===== src/rtl/blkrd_pkg.sv =====
package blkrd_pkg;
  localparam int NUM_SP = 3;

  typedef enum logic {ST_IDLE, ST_WAIT} rdState_e;

  typedef struct packed {
    logic loadActive;
    logic lpIssue;
    logic lpWrite;
  } strobe_t;
endpackage


===== src/rtl/blkrd_fifo.sv =====
module blkrd_fifo #(
  parameter int WIDTH = 8,
  parameter int DEPTH = 16
) (
  input  logic             clk,
  input  logic             rstN,
  input  logic             push,
  input  logic [WIDTH-1:0] din,
  input  logic             pop,
  output logic [WIDTH-1:0] dout,
  output logic             full,
  output logic             empty
);
  localparam int PTR_W = (DEPTH > 1) ? $clog2(DEPTH) : 1;
  localparam int CNT_W = $clog2(DEPTH + 1);

  logic [WIDTH-1:0] store [DEPTH];
  logic [PTR_W-1:0] wrPtr, rdPtr;
  logic [CNT_W-1:0] count;

  assign full  = (count == CNT_W'(DEPTH));
  assign empty = (count == '0);
  assign dout  = store[rdPtr];

  function automatic logic [PTR_W-1:0] nextPtr(input logic [PTR_W-1:0] p);
    return (p == PTR_W'(DEPTH - 1)) ? '0 : p + 1'b1;
  endfunction

  always_ff @(posedge clk) begin
    if (push && !full) store[wrPtr] <= din;
  end

  always_ff @(posedge clk) begin
    if (!rstN) begin
      wrPtr <= '0;
      rdPtr <= '0;
      count <= '0;
    end else begin
      if (push && !full) wrPtr <= nextPtr(wrPtr);
      if (pop && !empty) rdPtr <= nextPtr(rdPtr);
      case ({push && !full, pop && !empty})
        2'b10:   count <= count + 1'b1;
        2'b01:   count <= count - 1'b1;
        default: count <= count;
      endcase
    end
  end
endmodule


===== src/rtl/blkrd_datapath.sv =====
module blkrd_datapath
  import blkrd_pkg::*;
#(
  parameter int ADDR_W      = 32,
  parameter int DATA_W      = 32,
  parameter int LEN_W       = 16,
  parameter int IDX_W       = 10,
  parameter int TAG_W       = 4,
  parameter int DEPTH       = 16,
  parameter int BLOCK_BYTES = 128
) (
  input  logic              clk,
  input  logic              rstN,
  input  logic              lpValid,
  output logic              lpReady,
  input  logic [ADDR_W-1:0] lpAddr,
  input  logic [LEN_W-1:0]  lpLen,
  input  logic [1:0]        lpDest,
  input  logic [IDX_W-1:0]  lpIndex,
  input  logic [TAG_W-1:0]  lpTag,
  input  strobe_t           strobe,
  output logic              fifoEmpty,
  output logic              actValid,
  output logic              lpHasWork,
  output logic [ADDR_W-1:0] actAddr,
  input  logic [DATA_W-1:0] memRspData,
  output logic [NUM_SP-1:0] spWrEn,
  output logic [IDX_W-1:0]  spWrIdx,
  output logic [DATA_W-1:0] spWrData,
  output logic              doneValid,
  output logic [TAG_W-1:0]  doneTag,
  output logic              errValid,
  output logic [TAG_W-1:0]  errTag
);
  localparam int WORD_BYTES = DATA_W / 8;
  localparam int WORD_SHIFT = $clog2(WORD_BYTES);
  localparam int BLK_SHIFT  = $clog2(BLOCK_BYTES);

  typedef struct packed {
    logic [ADDR_W-1:0] addr;
    logic [LEN_W-1:0]  words;
    logic [1:0]        dest;
    logic [IDX_W-1:0]  idx;
    logic [TAG_W-1:0]  tag;
  } entry_t;

  entry_t newEntry, headEntry;
  logic   fifoFull, legal, pushEn, dropEn;

  logic [LEN_W-1:0] actIssueLeft, actWriteLeft;
  logic [IDX_W-1:0] actIdx;
  logic [1:0]       actDest;
  logic [TAG_W-1:0] actTag;

  assign legal  = (lpLen != '0) && (lpLen[BLK_SHIFT-1:0] == '0) && (lpDest != 2'd3);
  assign pushEn = lpValid && lpReady && legal;
  assign dropEn = lpValid && lpReady && !legal;
  assign lpReady = !fifoFull;

  always_comb begin
    newEntry.addr  = lpAddr;
    newEntry.words = lpLen >> WORD_SHIFT;
    newEntry.dest  = lpDest;
    newEntry.idx   = lpIndex;
    newEntry.tag   = lpTag;
  end

  blkrd_fifo #(.WIDTH($bits(entry_t)), .DEPTH(DEPTH)) u_fifo (
    .clk   (clk),
    .rstN  (rstN),
    .push  (pushEn),
    .din   (newEntry),
    .pop   (strobe.loadActive),
    .dout  (headEntry),
    .full  (fifoFull),
    .empty (fifoEmpty)
  );

  assign lpHasWork = actValid && (actIssueLeft != '0);

  always_ff @(posedge clk) begin
    if (!rstN) begin
      actValid     <= 1'b0;
      actAddr      <= '0;
      actIssueLeft <= '0;
      actWriteLeft <= '0;
      actIdx       <= '0;
      actDest      <= '0;
      actTag       <= '0;
    end else begin
      if (strobe.loadActive) begin
        actValid     <= 1'b1;
        actAddr      <= headEntry.addr;
        actIssueLeft <= headEntry.words;
        actWriteLeft <= headEntry.words;
        actIdx       <= headEntry.idx;
        actDest      <= headEntry.dest;
        actTag       <= headEntry.tag;
      end
      if (strobe.lpIssue) begin
        actAddr      <= actAddr + ADDR_W'(WORD_BYTES);
        actIssueLeft <= actIssueLeft - 1'b1;
      end
      if (strobe.lpWrite) begin
        actIdx       <= actIdx + 1'b1;
        actWriteLeft <= actWriteLeft - 1'b1;
        if (actWriteLeft == LEN_W'(1)) actValid <= 1'b0;
      end
    end
  end

  for (genvar g = 0; g < NUM_SP; g++) begin : g_spEn
    assign spWrEn[g] = strobe.lpWrite && (actDest == 2'(g));
  end
  assign spWrIdx  = actIdx;
  assign spWrData = memRspData;

  always_ff @(posedge clk) begin
    if (!rstN) begin
      doneValid <= 1'b0;
      doneTag   <= '0;
      errValid  <= 1'b0;
      errTag    <= '0;
    end else begin
      doneValid <= strobe.lpWrite && (actWriteLeft == LEN_W'(1));
      doneTag   <= actTag;
      errValid  <= dropEn;
      errTag    <= lpTag;
    end
  end
endmodule


===== src/rtl/blkrd_ctrl.sv =====
module blkrd_ctrl
  import blkrd_pkg::*;
#(
  parameter int ADDR_W = 32
) (
  input  logic              clk,
  input  logic              rstN,
  input  logic              hpValid,
  output logic              hpReady,
  input  logic [ADDR_W-1:0] hpAddr,
  output logic              hpRspValid,
  input  logic              lpHasWork,
  input  logic              actValid,
  input  logic              fifoEmpty,
  input  logic [ADDR_W-1:0] actAddr,
  output logic              memReqValid,
  input  logic              memReqReady,
  output logic [ADDR_W-1:0] memReqAddr,
  input  logic              memRspValid,
  output strobe_t           strobe
);
  rdState_e state;
  logic     outIsHp, idle, reqFire;

  assign idle        = (state == ST_IDLE);
  assign memReqValid = idle && (hpValid || lpHasWork);
  assign memReqAddr  = hpValid ? hpAddr : actAddr;
  assign hpReady     = idle && memReqReady;
  assign reqFire     = memReqValid && memReqReady;
  assign hpRspValid  = (state == ST_WAIT) && memRspValid && outIsHp;

  always_comb begin
    strobe.loadActive = !actValid && !fifoEmpty;
    strobe.lpIssue    = reqFire && !hpValid;
    strobe.lpWrite    = (state == ST_WAIT) && memRspValid && !outIsHp;
  end

  always_ff @(posedge clk) begin
    if (!rstN) begin
      state   <= ST_IDLE;
      outIsHp <= 1'b0;
    end else begin
      case (state)
        ST_IDLE: if (reqFire) begin
          state   <= ST_WAIT;
          outIsHp <= hpValid;
        end
        ST_WAIT: if (memRspValid) state <= ST_IDLE;
        default: state <= ST_IDLE;
      endcase
    end
  end
endmodule


===== src/rtl/blkrd_queue.sv =====
module blkrd_queue
  import blkrd_pkg::*;
#(
  parameter int ADDR_W      = 32,
  parameter int DATA_W      = 32,
  parameter int LEN_W       = 16,
  parameter int IDX_W       = 10,
  parameter int TAG_W       = 4,
  parameter int DEPTH       = 16,
  parameter int BLOCK_BYTES = 128
) (
  input  logic              clk,
  input  logic              rstN,
  input  logic              lpValid,
  output logic              lpReady,
  input  logic [ADDR_W-1:0] lpAddr,
  input  logic [LEN_W-1:0]  lpLen,
  input  logic [1:0]        lpDest,
  input  logic [IDX_W-1:0]  lpIndex,
  input  logic [TAG_W-1:0]  lpTag,
  input  logic              hpValid,
  output logic              hpReady,
  input  logic [ADDR_W-1:0] hpAddr,
  output logic              hpRspValid,
  output logic [DATA_W-1:0] hpRspData,
  output logic              memReqValid,
  input  logic              memReqReady,
  output logic [ADDR_W-1:0] memReqAddr,
  input  logic              memRspValid,
  input  logic [DATA_W-1:0] memRspData,
  output logic [2:0]        spWrEn,
  output logic [IDX_W-1:0]  spWrIdx,
  output logic [DATA_W-1:0] spWrData,
  output logic              doneValid,
  output logic [TAG_W-1:0]  doneTag,
  output logic              errValid,
  output logic [TAG_W-1:0]  errTag
);
  strobe_t           strobe;
  logic              fifoEmpty, actValid, lpHasWork;
  logic [ADDR_W-1:0] actAddr;

  assign hpRspData = memRspData;

  blkrd_ctrl #(.ADDR_W(ADDR_W)) u_ctrl (
    .clk         (clk),
    .rstN        (rstN),
    .hpValid     (hpValid),
    .hpReady     (hpReady),
    .hpAddr      (hpAddr),
    .hpRspValid  (hpRspValid),
    .lpHasWork   (lpHasWork),
    .actValid    (actValid),
    .fifoEmpty   (fifoEmpty),
    .actAddr     (actAddr),
    .memReqValid (memReqValid),
    .memReqReady (memReqReady),
    .memReqAddr  (memReqAddr),
    .memRspValid (memRspValid),
    .strobe      (strobe)
  );

  blkrd_datapath #(
    .ADDR_W(ADDR_W), .DATA_W(DATA_W), .LEN_W(LEN_W), .IDX_W(IDX_W),
    .TAG_W(TAG_W), .DEPTH(DEPTH), .BLOCK_BYTES(BLOCK_BYTES)
  ) u_dp (
    .clk        (clk),
    .rstN       (rstN),
    .lpValid    (lpValid),
    .lpReady    (lpReady),
    .lpAddr     (lpAddr),
    .lpLen      (lpLen),
    .lpDest     (lpDest),
    .lpIndex    (lpIndex),
    .lpTag      (lpTag),
    .strobe     (strobe),
    .fifoEmpty  (fifoEmpty),
    .actValid   (actValid),
    .lpHasWork  (lpHasWork),
    .actAddr    (actAddr),
    .memRspData (memRspData),
    .spWrEn     (spWrEn),
    .spWrIdx    (spWrIdx),
    .spWrData   (spWrData),
    .doneValid  (doneValid),
    .doneTag    (doneTag),
    .errValid   (errValid),
    .errTag     (errTag)
  );
endmodule


===== config.mk =====
export PLATFORM = sky130hd
export DESIGN_NAME = blkrd_queue
export DESIGN_NICKNAME = d
export VERILOG_FILES = /design/src/rtl/blkrd_pkg.sv /design/src/rtl/blkrd_fifo.sv /design/src/rtl/blkrd_datapath.sv /design/src/rtl/blkrd_ctrl.sv /design/src/rtl/blkrd_queue.sv
export SDC_FILE = /design/constraint.sdc
export NUM_CORES = 1
export LEC_CHECK = 0
export BUFFER_PORTS_ARGS = -buffer_cell sky130_fd_sc_hd__buf_2
export CAP_MARGIN = 20
export CORE_ASPECT_RATIO = 1.4
export CORE_MARGIN = 2
export CORE_UTILIZATION = 35
export CTS_BUF_LIST = sky130_fd_sc_hd__clkbuf_16
export CTS_CLUSTER_SIZE = 30
export DETAILED_ROUTE_END_ITERATION = 10
export SYNTH_ARGS = -nofsm -noshare
export SYNTH_HDL_FRONTEND = slang
export SYNTH_SLANG_ARGS = --single-unit

===== constraint.sdc =====
create_clock -name clk -period 13.9 [get_ports clk]
set_clock_uncertainty 0.05 [all_clocks]
set_input_delay 2.78 -clock clk [delete_from_list [all_inputs] [get_ports clk]]
set_output_delay 2.78 -clock clk [all_outputs]
set_load 0.05 [all_outputs]

==> impl_metrics.prom <==
# TYPE chip_impl_metric gauge
chip_impl_info{name="path_class_of_the_lowest_slack_min_delay_path",value="flip-flop to flip-flop"} 1
chip_impl_metric{name="routed-wl-met2",unit="um"} 57420
chip_impl_metric{name="timing.final.max_slew_violations",unit=""} 0
chip_impl_info{name="most-common-layout-cells",value="sky130_fd_sc_hd__edfxtp_1, sky130_fd_sc_hd__mux4_2, sky130_fd_sc_hd__buf_2"} 1
chip_impl_metric{name="fin_crit",unit="ps"} 6870
chip_impl_metric{name="asyncSetResetFlopFracSynth",unit=""} 0
chip_impl_metric{name="drive_above_1_share",unit=""} 0.2994
chip_impl_info{name="timing_worst_setup_path_type",value="primary input to output port"} 1
chip_impl_metric{name="cts_setup_buffers",unit=""} 0
chip_impl_info{name="synthDominantAreaCellType",value="sky130_fd_sc_hd__edfxtp_1"} 1
chip_impl_metric{name="ctsLongestPathBuffers",unit=""} 3
chip_impl_metric{name="slew_headroom",unit=""} 0.2506
chip_impl_metric{name="mapped_avg_cell_area",unit="um^2"} 19.54
chip_impl_metric{name="hpwlAfterDp",unit="um"} 67990
chip_impl_metric{name="synth_cell_type_count",unit=""} 73
chip_impl_metric{name="power.density_cell_area",unit="nW/um^2"} 169.0
chip_impl_metric{name="worst-slew-pin-transition",unit="ps"} 1124
chip_impl_info{name="synth_top_flop_cell",value="sky130_fd_sc_hd__edfxtp_1"} 1
chip_impl_metric{name="min_period_over_period",unit=""} 0.4942
chip_impl_metric{name="fp.dieArea",unit="um^2"} 128200
chip_impl_metric{name="flow.area_growth_from_synthesis",unit="%"} 13.08
chip_impl_metric{name="routed_wire_length_per_instance",unit="um"} 28.17
chip_impl_metric{name="yosys_warnings",unit=""} 0
chip_impl_metric{name="number_of_global_route_vias_before_repair",unit=""} 23360
chip_impl_metric{name="detail_route.wirelength",unit="um"} 115200
chip_impl_metric{name="initial_antenna_violation_count",unit=""} 23
chip_impl_metric{name="place.gp.congestion",unit=""} 0.7980
chip_impl_metric{name="cts_inserted_buffers",unit=""} 101
chip_impl_metric{name="final.hold.worst_slack",unit="ps"} 413.6
chip_impl_metric{name="fmaxAchievable",unit="MHz"} 145.6
chip_impl_metric{name="grt_util_all_layers",unit=""} 0.1794
chip_impl_metric{name="post_cts_hold_buffer_count",unit=""} 0
chip_impl_info{name="top_signal_layer_used",value="met5"} 1
chip_impl_info{name="layout_commonest_cell",value="sky130_fd_sc_hd__edfxtp_1"} 1
chip_impl_metric{name="critical_path.max_fanout",unit=""} 42
chip_impl_info{name="outcome",value="completed"} 1
chip_impl_info{name="endpoint_kind_of_the_worst_setup_timing_path",value="output port"} 1
chip_impl_info{name="post_synth_main_area_contributors",value="sky130_fd_sc_hd__edfxtp_1, sky130_fd_sc_hd__mux4_2, sky130_fd_sc_hd__dfxtp_1"} 1
chip_impl_metric{name="die_w",unit="um"} 303.2
chip_impl_info{name="worst_setup_path_startpoint",value="hpValid"} 1
chip_impl_metric{name="critPathArrivalTime",unit="ps"} 4040
chip_impl_metric{name="number_of_synthesized_flops_with_an_enable_pin",unit=""} 992
chip_impl_metric{name="synth.yosys.seq_area_share",unit=""} 0.7293
chip_impl_metric{name="detail_route.vias_per_cell",unit=""} 5.562
chip_impl_metric{name="hold_violations",unit=""} 0
chip_impl_metric{name="setup_viol_count_final",unit=""} 0
chip_impl_metric{name="sinks_on_the_clock_net",unit=""} 1102
chip_impl_info{name="timing.hold.worst.start",value="u_dp.actTag[1]$_SDFFE_PN0P_"} 1
chip_impl_metric{name="port-buffer-count",unit=""} 160
chip_impl_metric{name="met3WireLength",unit="um"} 7788
chip_impl_info{name="crit_path_start_kind",value="primary input"} 1
chip_impl_metric{name="globalRoute.totalOverflow",unit=""} 0
chip_impl_metric{name="die_h",unit="um"} 422.9
chip_impl_metric{name="net_count_of_the_finished_layout",unit=""} 2526
chip_impl_metric{name="vias",unit=""} 22754
chip_impl_metric{name="starting_utilization_of_the_core_area",unit=""} 0.3531
chip_impl_metric{name="ios",unit=""} 257
chip_impl_metric{name="tns",unit="ps"} 0
chip_impl_metric{name="power.static_leakage",unit="nW"} 15.36
chip_impl_info{name="rsz_0062_raised_after_global_routing",value="false"} 1
chip_impl_metric{name="worstPathRequired",unit="ps"} 11070
chip_impl_metric{name="clock_insertion_delay_worst_skew",unit="ps"} 710
chip_impl_metric{name="largest_net_degree_at_the_start_of_global_routing",unit=""} 131
chip_impl_metric{name="detail_route.drc_violations",unit=""} 0
chip_impl_metric{name="worst_setup_hold_path_clk_slew",unit="ps"} 60
chip_impl_metric{name="syn-cell-area",unit="um^2"} 43860
chip_impl_metric{name="core_box_area",unit="um^2"} 124200
chip_impl_metric{name="initialDrtViolationCount",unit=""} 2314
chip_impl_metric{name="floorplan.rows",unit=""} 153
chip_impl_info{name="tritoncts_clock_tree",value="done"} 1
chip_impl_metric{name="synth_seq_cells",unit=""} 1102
chip_impl_info{name="clock_tree.root_cell",value="sky130_fd_sc_hd__clkbuf_16"} 1
chip_impl_metric{name="global_route_wire_length_before_repair",unit="um"} 166200
chip_impl_metric{name="yosys.area.top_type_share",unit=""} 0.6791
chip_impl_metric{name="drt_pre_antenna_iters",unit=""} 5
chip_impl_metric{name="postRouteAntennaNets",unit=""} 0
chip_impl_metric{name="syn_inst",unit=""} 2245
chip_impl_metric{name="irDropWorstVdd",unit="uV"} 126.1
chip_impl_metric{name="synthesis.nets",unit=""} 2393
chip_impl_metric{name="max_cap_violations",unit=""} 0
chip_impl_metric{name="cts_max_level",unit=""} 3
chip_impl_metric{name="number_of_cells_upsized_or_downsized_after_cts",unit=""} 0
chip_impl_metric{name="m1WireLength",unit="um"} 46570
[routing by layer]
layer  GRT usage  vias up
met5           0        -
met1      0.2355    12067
met3     0.03361      251
met4     0.05690       20
li1            -     9518
met2      0.3003      898
[sequential cells by signal, indices dropped and copies added (netlist names), 5 cells and up, named ones only]
register           flops
u_dp.actAddr          32
u_dp.actIssueLeft     16
u_dp.actWriteLeft     16
u_dp.spWrIdx          10
u_dp.u_fifo.count      5
u_dp.u_fifo.store    992
[worst max-delay path, stage by stage]
cell and delay [ps]:
sky130_fd_sc_hd__buf_2 80, sky130_fd_sc_hd__buf_4 520, sky130_fd_sc_hd__mux2_2 400, sky130_fd_sc_hd__buf_2 210
[power breakdown]
part	internal (W)	leakage, nW	switching [W]
combinational	0.000661	3.82	0.00101
sequential	0.00371	9.82	0.000185
clock	0.00159	1.72	0.00123
[synthesized netlist by cell type (all sizes together) (19+ instances only)]
master  count
dfxtp     110
nand2      83
mux2i      34
nor2       62
mux4      286
a31oi      30
clkbuf     53
a21oi      41
mux2       42
nor3       29
a22o       19
nand3      27
edfxtp    992
buf       135
inv        20
o21ai      38
[layout make-up]
| class | count | area (um^2) |
|---|---|---|
| Timing Repair Buffer | 218 | 1261 |
| Tap cell | 1627 | 2036 |
| Clock buffer | 105 | 2628 |
| Clock inverter | 82 | 711.9 |
| Sequential cell | 1102 | 32010 |
| Inverter | 20 | 75.07 |
| Antenna cell | 2 | 5.005 |
| Multi-Input combinational cell | 935 | 10880 |
| Fill cell | 10882 | 74640 |
[cells by family (layout without fill, tap and decap cells)]
kind of cell | after synthesis | after routing | share of synthesized area
multiplexers | 362 | 362 | 0.1654
buffers and inverters | 208 | 425 | 0.02542
AND/OR/NAND/NOR | 327 | 327 | 0.03859
AO/OA/AOI/OAI | 224 | 224 | 0.03571
adder cells (fa/ha/maj) | 14 | 14 | 0.003993
XOR/XNOR | 8 | 8 | 0.001597
flip-flops | 1102 | 1102 | 0.7293
other | 0 | 2 | 0
[per-stage QoR]
| stage | cells | utilization | power (W) | instance area, um^2 | setup WS (ps) |
|---|---|---|---|---|---|
| finish | 4091 | 0.3992 | 0.008384 | 49600 | 7030 |
| global route | 4089 | 0.3992 | 0.008694 | 49600 | 6952 |
| CTS | 4089 | 0.3992 | 0.008455 | 49600 | 7010 |
| detailed placement | 3902 | 0.3723 | 0.005645 | 46260 | 7015 |
| global placement | 3902 | 0.3723 | 0.005606 | 46260 | 7045 |
| floorplan | 2245 | - | 0.005128 | 43860 | 5069 |
[worst paths after layout]
path	to	slack [ps]	depth (start not counted)
max	memReqAddr[16]	7030	4
min	u_dp.doneTag[1]$_SDFF_PN0_	410	1
min reg2reg	u_dp.doneTag[1]$_SDFF_PN0_	410	1
max reg2reg	u_dp.actWriteLeft[2]$_SDFFE_PN0P_	9710	6
Power figures use the tool's default switching activity.
